--- config.mk ---
export PLATFORM = sky130hd
export DESIGN_NAME = fp_frame_timing
export DESIGN_NICKNAME = d
export VERILOG_FILES = /design/src/rtl/fp_timing_pkg.sv /design/src/rtl/fp_format_ctl.sv /design/src/rtl/fp_bit_timing.sv /design/src/rtl/fp_frame_timing.sv
export SDC_FILE = /design/constraint.sdc
export NUM_CORES = 1
export LEC_CHECK = 0
export BUFFER_PORTS_ARGS = -buffer_cell sky130_fd_sc_hd__buf_2
export CAP_MARGIN = 20
export CORE_ASPECT_RATIO = 0.75
export CORE_MARGIN = 4
export CORE_UTILIZATION = 50
export DETAILED_ROUTE_END_ITERATION = 16
export GPL_TIMING_DRIVEN = 0
export PLACE_DENSITY = 0.7
export SLEW_MARGIN = 20
export SYNTH_ARGS = -nofsm -noshare
export SYNTH_HDL_FRONTEND = slang
export SYNTH_SLANG_ARGS = --single-unit
--- constraint.sdc ---
create_clock -name clk -period 5.1 [get_ports clk]
set_input_delay 0.765 -clock clk [delete_from_list [all_inputs] [get_ports clk]]
set_output_delay 0.765 -clock clk [all_outputs]
set_load 0.01 [all_outputs]
--- src/rtl/fp_timing_pkg.sv ---
package fp_timing_pkg;
  // Ticks per serial bit: two serial clock periods, two halves each.
  localparam int TICKS_PER_BIT = 4;

  typedef struct packed {
    logic align;     // confirmed pulse end: restart the frame on the next tick
    logic locked;    // frame lock held
    logic modeHigh;  // detected convention, 1 = active-high pulse
  } fpCtl_t;
endpackage

--- src/rtl/fp_format_ctl.sv ---
module fp_format_ctl
  import fp_timing_pkg::*;
#(
  parameter int FRAME_TICKS = 1024,
  parameter int PULSE_MAX   = 3,
  parameter int LOSS_MARGIN = 8
) (
  input  logic   clk,
  input  logic   rstN,
  input  logic   framePulse,
  output fpCtl_t ctl
);
  localparam int TIMEOUT = FRAME_TICKS + LOSS_MARGIN;
  localparam int SL_W    = $clog2(TIMEOUT + 1);
  localparam int RUN_SAT = PULSE_MAX + 1;
  localparam int RUN_W   = $clog2(RUN_SAT + 1);

  logic            fpPrev;
  logic [RUN_W-1:0] runLen;
  logic [SL_W-1:0] sinceLast;
  logic            candValid, candPol, locked, modeHigh;
  logic            lineEdge, pulseEnd, periodOk;

  assign lineEdge = framePulse != fpPrev;
  assign pulseEnd = lineEdge && (runLen != '0) && (runLen <= RUN_W'(PULSE_MAX));
  assign periodOk = candValid && (fpPrev == candPol) &&
                    (sinceLast == SL_W'(FRAME_TICKS - 1));

  always_ff @(posedge clk) begin
    if (!rstN) begin
      fpPrev    <= framePulse;
      runLen    <= RUN_W'(RUN_SAT);
      sinceLast <= SL_W'(TIMEOUT);
      candValid <= 1'b0;
      candPol   <= 1'b0;
      locked    <= 1'b0;
      modeHigh  <= 1'b0;
    end else begin
      fpPrev <= framePulse;
      if (lineEdge)
        runLen <= RUN_W'(1);
      else if (runLen != RUN_W'(RUN_SAT))
        runLen <= runLen + RUN_W'(1);

      if (pulseEnd) begin
        sinceLast <= '0;
        candPol   <= fpPrev;
        candValid <= 1'b1;
        locked    <= periodOk;
        if (periodOk) modeHigh <= fpPrev;
      end else if (sinceLast == SL_W'(TIMEOUT)) begin
        locked    <= 1'b0;
        candValid <= 1'b0;
      end else begin
        sinceLast <= sinceLast + SL_W'(1);
      end
    end
  end

  always_comb begin
    ctl.align    = pulseEnd && periodOk;
    ctl.locked   = locked;
    ctl.modeHigh = modeHigh;
  end
endmodule

--- src/rtl/fp_bit_timing.sv ---
module fp_bit_timing
  import fp_timing_pkg::*;
#(
  parameter int CHANNELS = 32,
  parameter int BITS     = 8,
  localparam int CH_W    = $clog2(CHANNELS),
  localparam int BIT_W   = $clog2(BITS)
) (
  input  logic             clk,
  input  logic             rstN,
  input  fpCtl_t           ctl,
  output logic             sofStrobe,
  output logic             txStrobe,
  output logic             rxStrobe,
  output logic             riseEdge,
  output logic [CH_W-1:0]  chanIdx,
  output logic [BIT_W-1:0] bitIdx
);
  localparam int PH_W   = $clog2(TICKS_PER_BIT);
  localparam int TICK_W = CH_W + BIT_W + PH_W;

  logic [TICK_W-1:0] tickCnt;
  logic [PH_W-1:0]   phase;

  always_ff @(posedge clk) begin
    if (!rstN)          tickCnt <= '0;
    else if (ctl.align) tickCnt <= '0;
    else                tickCnt <= tickCnt + TICK_W'(1);
  end

  assign phase   = tickCnt[PH_W-1:0];
  assign bitIdx  = tickCnt[PH_W +: BIT_W];
  assign chanIdx = tickCnt[PH_W + BIT_W +: CH_W];

  always_comb begin
    sofStrobe = ctl.locked && (tickCnt == '0);
    txStrobe  = ctl.locked && (phase == '0);
    rxStrobe  = ctl.locked && (phase == PH_W'(TICKS_PER_BIT - 1));
    // even ticks carry the boundary edge: falling for active-low, rising for active-high
    riseEdge  = tickCnt[0] ^ ctl.modeHigh;
  end
endmodule

--- src/rtl/fp_frame_timing.sv ---
module fp_frame_timing
  import fp_timing_pkg::*;
#(
  parameter int CHANNELS    = 32,
  parameter int BITS        = 8,
  parameter int PULSE_MAX   = 3,
  parameter int LOSS_MARGIN = 8,
  localparam int CH_W       = $clog2(CHANNELS),
  localparam int BIT_W      = $clog2(BITS)
) (
  input  logic             clk,
  input  logic             rstN,
  input  logic             framePulse,
  output logic             frameLock,
  output logic             modeHigh,
  output logic             sofStrobe,
  output logic             txStrobe,
  output logic             rxStrobe,
  output logic             riseEdge,
  output logic [CH_W-1:0]  chanIdx,
  output logic [BIT_W-1:0] bitIdx
);
  localparam int FRAME_TICKS = CHANNELS * BITS * TICKS_PER_BIT;

  fpCtl_t ctl;

  fp_format_ctl #(
    .FRAME_TICKS(FRAME_TICKS),
    .PULSE_MAX  (PULSE_MAX),
    .LOSS_MARGIN(LOSS_MARGIN)
  ) u_ctl (
    .clk       (clk),
    .rstN      (rstN),
    .framePulse(framePulse),
    .ctl       (ctl)
  );

  fp_bit_timing #(
    .CHANNELS(CHANNELS),
    .BITS    (BITS)
  ) u_timing (
    .clk      (clk),
    .rstN     (rstN),
    .ctl      (ctl),
    .sofStrobe(sofStrobe),
    .txStrobe (txStrobe),
    .rxStrobe (rxStrobe),
    .riseEdge (riseEdge),
    .chanIdx  (chanIdx),
    .bitIdx   (bitIdx)
  );

  assign frameLock = ctl.locked;
  assign modeHigh  = ctl.modeHigh;
endmodule

==> impl_results.rst <==
.. list-table::
   :header-rows: 1

   * - Metric
     - Value
   * - Final count of hold timing violations
     - 0
   * - Synthesized cell area
     - 1423 sq um
   * - Power Internal
     - 0.4384 mW
   * - Post-layout power
     - approximately 0.59 mW
   * - Slew Viols, Final
     - 0
   * - TritonCTS clock tree
     - done
   * - Number of core rows
     - 16
   * - Antenna diode count
     - 0
   * - Post-layout instance area
     - ~1700 sq um
   * - Worst ir drop on vdd
     - roughly 0.19 mV
   * - Power Dens Cells
     - between 300 and 400 nW/um^2
   * - Vias per Instance
     - 4.844
   * - Post-synth cell types
     - 32
   * - Category of the critical setup timing path
     - reg -> out
   * - DR DRC count
     - 0
   * - Startpoint types
     - flop
   * - Final setup violation count
     - 0
   * - Max stage delay on crit path
     - 430 ps
   * - Antenna Nets Post-Route
     - 0
   * - CTS clock-pin slew for the worst setup and hold paths
     - approximately 60 ps
   * - Minimum clock period after layout
     - 2159 ps
   * - Worst hold path cell count
     - 2
   * - Largest clock skew in the final design
     - approximately 6.7 ps
   * - Combinational fraction of design power
     - 0.146
   * - CTS Root Cell
     - clkbuf_8
   * - Top Family by Delay on Critical Path
     - flip-flops
   * - Slowest-stage cell, CP
     - dfxtp_1
   * - Weighted congestion reported at the end of routability-driven placement
     - 0.8400
   * - Maximum level of the CTS H-tree
     - 2
   * - Run status
     - finished clean
   * - Top Layer Used
     - met4
   * - Share of flip-flops with an asynchronous set or reset after synthesis
     - 0
   * - Vias in the first global route
     - 960
   * - Gate Count Post-Synth
     - 158
   * - Placeable core region
     - 2663 sq um
   * - Number of top-level pins
     - 17
   * - Net Switching
     - 0.1469 mW
   * - Dominant synthesized flop cell
     - dfxtp_1
   * - Count of input and output buffers
     - 16
   * - Initial cell density of the core
     - 0.5343
   * - Share of final-layout standard cells stronger than drive strength 1
     - 0.1923
   * - Endpoint arrival time on the critical path
     - 1390 ps
   * - Pin count of the biggest net entering global routing
     - 11
   * - Number of enable flip-flop cells after synthesis
     - 0
   * - Synthesized net count
     - 168
   * - Later-pin clock latency in the skew report
     - roughly 280 ps
   * - Portion of synthesized cell area occupied by the leading cell type
     - 0.4081
   * - Number of DRC markers after the initial detailed-route iteration
     - 56
   * - Critical hold path startpoint
     - u_ctl.candValid$_SDFFE_PN0P_
   * - Average routed wire per standard cell
     - 11.55 microns
   * - Maximum clock frequency
     - 463.3 MHz
   * - Crit path cell chain
     - inv_1 > ha_1 > and2_1 > and3_1 > buf_2
   * - Die footprint
     - about 3800 sq um
   * - Number of storage elements in the synthesis netlist
     - 29
   * - Number of post-CTS setup repair buffers
     - 0
   * - Hold Crit Class
     - reg -> reg
   * - CTS buffer count
     - 5
   * - Vias
     - 1,056
   * - Final worst path period share
     - 0.4232
   * - Hold-fix buffers, CTS
     - 0
   * - Main area contributors after synthesis
     - dfxtp_1 41%, xnor2_1 9.2%, ha_1 6.2%
   * - Sink of the worst hold path
     - u_ctl.candValid$_SDFFE_PN0P_
   * - Normalized max-slew margin
     - 0.5712
   * - Global route overflow
     - 0
   * - Syn avg cell area
     - around 9 sq um
   * - Switching share of total power
     - 0.2510
   * - Number of detailed-routing iterations run before antenna repair
     - 4
   * - Die extent in y
     - 54.20 microns
   * - Critical path required time
     - 4340 ps
   * - Met2 wirelength from detailed routing
     - approximately 1100 microns
   * - Sum of routed wire segments on met1
     - 1282 microns
   * - Sequential share of the synthesized area
     - 0.4081
   * - Total wire length
     - 2518 microns
   * - Sink count of the clock tree
     - 29
   * - Pleak
     - ~0.71 nW
   * - Wire length of the first global-routing pass
     - 4374 microns
   * - Crit path buf inv count
     - 2
   * - Area grow syn2layout
     - 16.97%
   * - Chip width
     - 69.59 microns
   * - Combined global-route utilization of all metal layers
     - 0.1565
   * - Largest fanout of any net on the critical path
     - 6
   * - R2R setup slack
     - 3170 ps
   * - Startpoint of the worst-slack reg-to-reg timing path
     - u_ctl.runLen[0]$_SDFFE_PN0P_
   * - Number of antenna violations at the first check in global routing
     - 0
   * - Detailed placement HPWL
     - 1861 microns
   * - Most frequent cells after synthesis
     - 29 x dfxtp_1, 23 x nor2_1, 15 x xnor2_1, 14 x inv_1, 11 x nand2_1
   * - Share of total power in the clock network
     - 0.411
   * - Post-Place Cell Area
     - roughly 1500 sq um
   * - Summed negative setup slack over all endpoints
     - 0 ps
   * - RSZ-0062 raised after global routing
     - false
   * - Worst-Margin Slew
     - 641.0 ps
   * - Number of nets at the end of the flow
     - 191
   * - Leading cell type by number of instances after synthesis
     - dfxtp_1
   * - Longest Clk Path Bufs
     - 2
   * - Max-capacitance violation count
     - 0
   * - Warning count from the yosys run
     - 0
   * - Endpoint class of the critical path
     - primary output
   * - Depth of the most critical reg-to-reg path
     - 6
   * - Cell type contributing the most total cell area after synthesis
     - dfxtp_1
   * - Sequential fraction of design power
     - 0.444
   * - Count of instances resized after the clock tree is built
     - 0
   * - Critical R2R Capture
     - u_timing.tickCnt[5]$_SDFF_PP0_
   * - Met3 WL
     - 89 microns
-- routing by layer --
| layer | vias up | track usage |
|---|---|---|
| met5 | - | 0 |
| li1 | 557 | - |
| met4 | 0 | 0.09740 |
| met3 | 7 | 0.06157 |
| met2 | 12 | 0.2373 |
| met1 | 480 | 0.1892 |
-- per-stage QoR --
stage                     hold slack [ps]  setup WS [ps]  utilization  instances
after CTS                           468.8           2931       0.6250        218
after detailed placement            459.9           2763       0.5813        210
after floorplan                     438.6           3170            -        158
after global placement              448.7           2818       0.5813        210
final                               461.7           2941       0.6250        218
after global routing                506.3           2851       0.6250        218
-- cells by family (layout without fill, tap and decap cells) --
logic type / after synthesis / count (layout) / synth area share
xor+xnor: 21 / 21 / 0.1346
fa+ha+maj: 7 / 7 / 0.06156
compound gates: 10 / 10 / 0.06685
buf+inv: 23 / 47 / 0.08179
simple gates: 64 / 64 / 0.2190
mux: 4 / 4 / 0.02815
flops: 29 / 29 / 0.4081
-- cell type report --
class / count / area [sq um]
Fill cell: 220 / 998.5
Multi-Input combinational cell: 106 / 725.7
Sequential cell: 29 / 580.6
Clock buffer: 7 / 86.33
Timing Repair Buffer: 16 / 80.08
Buffer: 9 / 63.81
Inverter: 14 / 52.55
Tap cell: 36 / 45.04
Clock inverter: 1 / 30.03
-- power groups by stage --
stage               logic [mW]  clock network, mW  registers (mW)
global placement        0.0813                  0           0.263
floorplan               0.0676                  0           0.260
detailed placement      0.0849                  0           0.264
CTS                     0.0855              0.245           0.259
finish                  0.0853              0.240           0.260
global route            0.0973              0.260           0.262
-- worst max path at each step --
stage / startpoint / to / cells past startpoint
after global routing: u_timing.tickCnt[0]$_SDFF_PP0_ / sofStrobe / 5
after CTS: u_timing.tickCnt[0]$_SDFF_PP0_ / sofStrobe / 5
after floorplan: framePulse / u_timing.tickCnt[2]$_SDFF_PP0_ / 4
after detailed placement: framePulse / u_timing.tickCnt[8]$_SDFF_PP0_ / 5
final: u_timing.tickCnt[0]$_SDFF_PP0_ / sofStrobe / 5
after global placement: framePulse / u_timing.tickCnt[3]$_SDFF_PP0_ / 5
-- layout by cell type (no fill, tap or decap), drive strengths merged, types with 6 or more instances in the layout --
cell and n:
ha 7, nand3 8, nand2 11, nor2 23, clkbuf 8, inv 14
xnor2 15, buf 24, xor2 6, dfxtp 29
-- state kept, by name, summed over array words and instances, names as in the netlist --
register          count
u_ctl.locked          1
u_ctl.sinceLast      11
u_ctl.runLen          3
u_ctl.modeHigh        1
u_ctl.fpPrev          1
u_ctl.candValid       1
u_ctl.candPol         1
u_timing.tickCnt     10
-- tightest hold or removal path: stages, from the launching register on --
cell	delay, ps
dfxtp_1	300
nand2_1	40
a21boi_0	70
Power figures use the tool's default switching activity.
